<file path="src/rtl/ssc_reg_slave.sv">
module ssc_reg_slave #(
  parameter int NSNAP = 4,
  parameter int SYNC  = 2
) (
  input  logic clk,
  input  logic rst_n,
  input  logic cs_n,
  input  logic sclk,
  input  logic sdi,
  output logic sdo,
  output logic sdo_oe
);
  localparam int DEPTH = 64;
  localparam int SW    = $clog2(NSNAP);

  typedef enum logic [1:0] {PH_CMD, PH_DATA, PH_SAFE, PH_DONE} phase_t;

  logic [SYNC:0]   cs_p, ck_p;
  logic [SYNC-1:0] di_p;
  logic [15:0] mem  [DEPTH];
  logic [15:0] snap [NSNAP];
  phase_t      ph;
  logic [3:0]  cnt, len, left, lock;
  logic [5:0]  addr;
  logic [15:0] sh;
  logic [7:0]  crc;
  logic        rw, upd, pend, seen;

  logic        cs_s, di_s, rise_e, fall_e, cs_rise, snap_evt, tx_on;
  logic        cmd_done, word_end, bit_in, upd_nx;
  logic [15:0] word_in, rd_data;
  logic [7:0]  crc_nx;
  logic [5:0]  addr_nx;

  assign cs_s     = cs_p[SYNC-1];
  assign di_s     = di_p[SYNC-1];
  assign rise_e   = ck_p[SYNC-1] & ~ck_p[SYNC];
  assign fall_e   = ~ck_p[SYNC-1] & ck_p[SYNC];
  assign cs_rise  = cs_s & ~cs_p[SYNC];
  assign snap_evt = cs_rise & ~seen;

  assign tx_on  = (ph == PH_DATA && rw) || ph == PH_SAFE;
  assign sdo_oe = ~cs_s & tx_on;
  assign sdo    = sdo_oe & sh[15];

  assign word_in = {sh[14:0], di_s};
  assign bit_in  = tx_on ? sh[15] : di_s;
  assign crc_nx  = {crc[6:0], 1'b0} ^ ((crc[7] ^ bit_in) ? 8'h1D : 8'h00);

  assign cmd_done = fall_e && ph == PH_CMD  && cnt == 4'd15;
  assign word_end = fall_e && ph == PH_DATA && cnt == 4'd15;
  assign addr_nx  = cmd_done ? word_in[9:4] : (len == 4'd0 ? addr : addr + 6'd1);
  assign upd_nx   = cmd_done ? word_in[10] : upd;
  assign rd_data  = (upd_nx && int'(addr_nx) < NSNAP) ? snap[addr_nx[SW-1:0]] : mem[addr_nx];

  always_ff @(posedge clk or negedge rst_n) begin
    if (!rst_n) begin
      cs_p <= '1;
      ck_p <= '0;
      di_p <= '0;
      ph   <= PH_CMD;
      cnt  <= '0;
      len  <= '0;
      left <= '0;
      lock <= '0;
      addr <= '0;
      sh   <= '0;
      crc  <= 8'hFF;
      rw   <= 1'b0;
      upd  <= 1'b0;
      pend <= 1'b0;
      seen <= 1'b0;
      for (int i = 0; i < DEPTH; i++) mem[i] <= '0;
      for (int i = 0; i < NSNAP; i++) snap[i] <= '0;
    end else begin
      cs_p <= {cs_p[SYNC-1:0], cs_n};
      ck_p <= {ck_p[SYNC-1:0], sclk};
      di_p <= {di_p[SYNC-2:0], sdi};
      if (snap_evt)
        for (int i = 0; i < NSNAP; i++) snap[i] <= mem[i];
      if (cs_s) begin
        ph   <= PH_CMD;
        cnt  <= '0;
        crc  <= 8'hFF;
        pend <= 1'b0;
        seen <= 1'b0;
      end else begin
        if (rise_e || fall_e) seen <= 1'b1;
        if (rise_e && pend) begin
          sh   <= {sh[14:0], 1'b0};
          pend <= 1'b0;
        end
        if (fall_e && ph != PH_DONE) begin
          crc <= crc_nx;
          cnt <= cnt + 4'd1;
          if (!tx_on) sh <= word_in;
          else if (cnt != 4'd15) pend <= 1'b1;
          if (cmd_done) begin
            rw   <= word_in[15];
            lock <= word_in[14:11];
            upd  <= word_in[10];
            addr <= word_in[9:4];
            len  <= word_in[3:0];
            left <= word_in[3:0];
            ph   <= PH_DATA;
            if (word_in[15]) sh <= rd_data;
          end
          if (word_end) begin
            if (!rw) mem[addr] <= word_in;
            addr <= addr_nx;
            left <= left - 4'd1;
            if (len != 4'd0 && left == 4'd1) begin
              ph <= PH_SAFE;
              sh <= {1'b1, 3'b000, lock, ~crc_nx};
            end else if (rw) begin
              sh <= rd_data;
            end
          end
          if (ph == PH_SAFE && cnt == 4'd15) ph <= PH_DONE;
        end
      end
    end
  end
endmodule


</file>
<file path="config.mk">
export PLATFORM = sky130hd
export DESIGN_NAME = ssc_reg_slave
export DESIGN_NICKNAME = d
export VERILOG_FILES = /design/src/rtl/ssc_reg_slave.sv
export SDC_FILE = /design/constraint.sdc
export NUM_CORES = 2
export LEC_CHECK = 0
export BUFFER_PORTS_ARGS = -buffer_cell sky130_fd_sc_hd__buf_2
export CORE_MARGIN = 5
export CORE_UTILIZATION = 60
export CTS_CLUSTER_SIZE = 10
export DETAILED_ROUTE_END_ITERATION = 16
export GPL_TIMING_DRIVEN = 0
export PLACE_DENSITY = 0.75
export SLEW_MARGIN = 0
export SYNTH_ARGS = -nofsm -noshare
export SYNTH_HDL_FRONTEND = slang
export SYNTH_SLANG_ARGS = --single-unit
export TNS_END_PERCENT = 5
</file>
<file path="constraint.sdc">
create_clock -name clk -period 4.55 [get_ports clk]
set_input_delay 0.2275 -clock clk [delete_from_list [all_inputs] [get_ports clk]]
set_output_delay 0.2275 -clock clk [all_outputs]
set_load 0.005 [all_outputs]
</file>
==> run_results.csv <==
group,metric,value,unit
route,ant_nets,0,
sta,rsz0062_at_grt,"true",
floorplan,fp.dieH,308,um
route,route.detailed.drc,0,
synth,syn_area,0.0532,mm^2
synth,synth_edf_count,0,
synth,synth_compound_area_frac,0.0392,
synth,synthFlopType,"dfrtp_1",
global_routing,grt_pass1_vias,37684,
sta,max_clock_freq,0.211,GHz
setup_path,path_cells,"nor4_4, buf_4, nor3_1, o31ai_4, nand3_1, nand2_2, a31oi_2, nand4_1, a21oi_1, or3_1",
sta,finalSetupViolCount,12,
route,via_per_inst,7.02,
clock_network,path_clk_slew,0.06,ns
sta,setup_tns,-1.04,ns
route,drtIter0Drc,5973,
power_and_ir_drop,power_density,356,mW/mm^2
setup_path,crit_type,"register to register",
floorplan,dieArea,0.0947,mm^2
global_routing,grt_max_degree,172,
sta,tightest_slew,1.40,ns
power_and_ir_drop,leakagePower,0.0281,uW
synth,synth.net_count,4014,
synth,ys_warn_count,0,
route,dr_total_vias,37744,
final_layout,multi_input_area,0.0230,mm^2
clock_network,clock_sinks,1148,
setup_path,timing.rr.start,"len[2]",
sta,slew_violations,0,
synth,yosys-top-cells-count,"dfrtp_1, mux2_2, nand2_1, clkbuf_1, mux4_2",
setup_path,cp_slowest_stage_delay,0.81,ns
synth,synth_cells,4003,
floorplan,fp-row-count,109,
setup_path,cp-end-kind,"register",
synth,synth.most_common_cell,"dfrtp_1",
global_routing,grt_pass1_wl,270000,um
placement,portBuffers,6,
synth,seq_area_frac_synth,0.540,
synth,ys_ff_latch,1148,
sta,finalHoldViolations,0,
final_layout,area_growth,11.2,%
setup_path,arrival,5.37,ns
final_layout,drive_above_1_share,0.384,
route,wl_per_cell,35.1,um
placement,hpwl,129000,um
global_routing,grt_usage,0.399,
synth,synth_top_area_cell,"dfrtp_1",
sta,slew_headroom,0.0628,
floorplan,ios,7,
floorplan,floorplan.core_area,0.0882,mm^2
synth,synth_adder_area_share,0.00141,
clock_network,cts_tree,"built",
setup_path,worst_setup_path_start_kind,"register",
synth,syn_area_per_cell,13.3,um^2
synth,synth_top_area_frac,0.535,
clock_network,clk_path_buf_depth,3,
clock_network,numCtsBuffers,135,
final_layout,nets,4178,
placement,dp_cells,5184,
placement,gp_congestion,1.02,
route,drt_first_pass_iters,9,
synth,async_flop_share,1.00,
global_routing,antenna_found_initial,14,
sta,period_share,1.04,
route,totalWireLength,189000,um
floorplan,die_x,308,um
status,status,"complete, but fails checks",
worst_hold_path,holdCritPathClass,"input pin to asynchronous set/reset pin",
setup_path,cp_max_fo,10,
job,drv_cap,0,
global_routing,globalRouteOverflowTotal,0,
final_layout,finalNonFillerCells,5380,
power_and_ir_drop,ir_drop,0.356,mV
clock_network,htreeDepth,4,
clock_network,root_buffer,"clkbuf_16",
synth,yosys.area_share.simple,0.0708,
floorplan,initial_utilization,0.603,
setup_path,crit_slowest_cell,"o31ai_4",
sta,setup_ws,-0.192,ns
setup_path,r2r_cells,10,
setup_path,worst_r2r_endpoint,"sh[1]",
setup_path,rrSetupSlack,-0.19,ns
setup_path,cp.required,5.18,ns
clock_network,clock_latency,0.76,ns
status,violations,"setup timing",
synth,synth_xor_area_frac,0.00212,
final_layout,seqCellArea,0.0287,mm^2
synth,netlist_top_cells_area,"dfrtp_1, mux2_2, mux4_2, nand2_1, clkbuf_1",
sta,finalCriticalPeriod,4.74,ns
synth,synthMuxAreaShare,0.316,
sta,fin_skew,0.0318,ns
synth,synth_cell_type_count,71,
final_layout,fillCellCount,6457,
synth,synth_top_family_by_area,"multiplexers",
## area by class of cell
class	instances	area share
Timing Repair Buffer	28	0.00711
Antenna cell	8	0.000338
Inverter	22	0.00140
Buffer	346	0.0288
Sequential cell	1148	0.486
Tap cell	1165	0.0246
Clock buffer	163	0.0612
Multi-Input combinational cell	2486	0.388
Clock inverter	14	0.00243
## logic make-up after synthesis
family,Yosys count
multiplexers,1305
flip-flops,1148
AO/OA/AOI/OAI,299
AND/OR/NAND/NOR,864
buffers and inverters,369
adder cells (fa/ha/maj),6
XOR/XNOR,12
## cell usage in the layout (no fill, tap or decap), types with 15 or more instances in the layout
cell type / count
a21oi_1: 38
a22oi_1: 18
a31oi_1: 20
a32oi_1: 20
buf_2: 48
buf_4: 20
buf_6: 16
clkbuf_1: 230
clkbuf_16: 140
clkbuf_2: 31
clkbuf_4: 22
dfrtp_1: 1137
inv_1: 22
mux2_2: 1048
mux2i_1: 63
mux4_2: 193
nand2_1: 531
nand3_1: 157
nand4_1: 39
nor2_1: 50
o2111ai_1: 15
o211ai_1: 21
o21ai_0: 82
## routing by layer
metal | part of all wire | GRT usage | up-vias | wire length (um)
met2 | 0.41 | 0.552 | 2677 | 78000
met4 | 0.083 | 0.257 | 16 | 15700
met5 | 0.00060 | 0 | - | 113
met3 | 0.14 | 0.172 | 840 | 26400
li1 | - | - | 14832 | -
met1 | 0.36 | 0.519 | 19379 | 68300
## worst max-delay path by stage
| stage | start | to |
|---|---|---|
| final | len[2] | sh[1] |
| after global routing | ck_p[1] | mem[590] |
| after CTS | ck_p[1] | sh[15] |
| after detailed placement | len[1] | sh[15] |
| after global placement | rst_n | mem[652] |
| after floorplan | ck_p[1] | mem[501] |
## report_power, final
group | switching [uW] | internal [uW] | total (uW) | leakage, uW
clock network | 4160 | 5600 | 9760 | 0.00184
logic | 825 | 155 | 981 | 0.0103
registers | 57.8 | 10200 | 10300 | 0.0160
total | 5040 | 16000 | 21000 | 0.0281
## critical path, delay by kind of cell, from the launching register on
family / cells / cell delay, ns
simple gates: 6 / 2.74
compound gates: 3 / 1.18
flops: 1 / 0.44
buf+inv: 1 / 0.24
## metrics by stage
| step | hold WS, ns | setup slack [ns] | cell area [um^2] | total power [uW] | util |
|---|---|---|---|---|---|
| after global placement | 0.337 | -21.89 | 54700 | 11400 | 0.620 |
| after CTS | 0.0302 | -0.186 | 59000 | 21000 | 0.668 |
| final | 0.0484 | -0.192 | 59200 | 21000 | 0.671 |
| after floorplan | -0.0681 | 1.28 | 53200 | 10800 | - |
| after global routing | 0.0776 | -0.131 | 59100 | 21500 | 0.670 |
| after detailed placement | 0.0801 | -1.22 | 55000 | 11400 | 0.623 |
## sequential cells by signal, summed over array words and instances, names as in the netlist
register,cells
di_p,2
cnt,4
ph,2
cs_p,3
pend,1
mem,1024
seen,1
crc,8
snap,64
ck_p,3
left,4
upd,1
lock,4
rw,1
addr,6
len,4
sh,16
## timing repair
action,4_1_cts,5_1_grt
pin swaps,1,3
hold endpoints to repair,319,0
hold buffers,5,0
endpoints found under the setup margin,28,288
setup buffers,3,4
gates resized for setup,50,109
No activity file was read; power rests on OpenSTA's default activity.
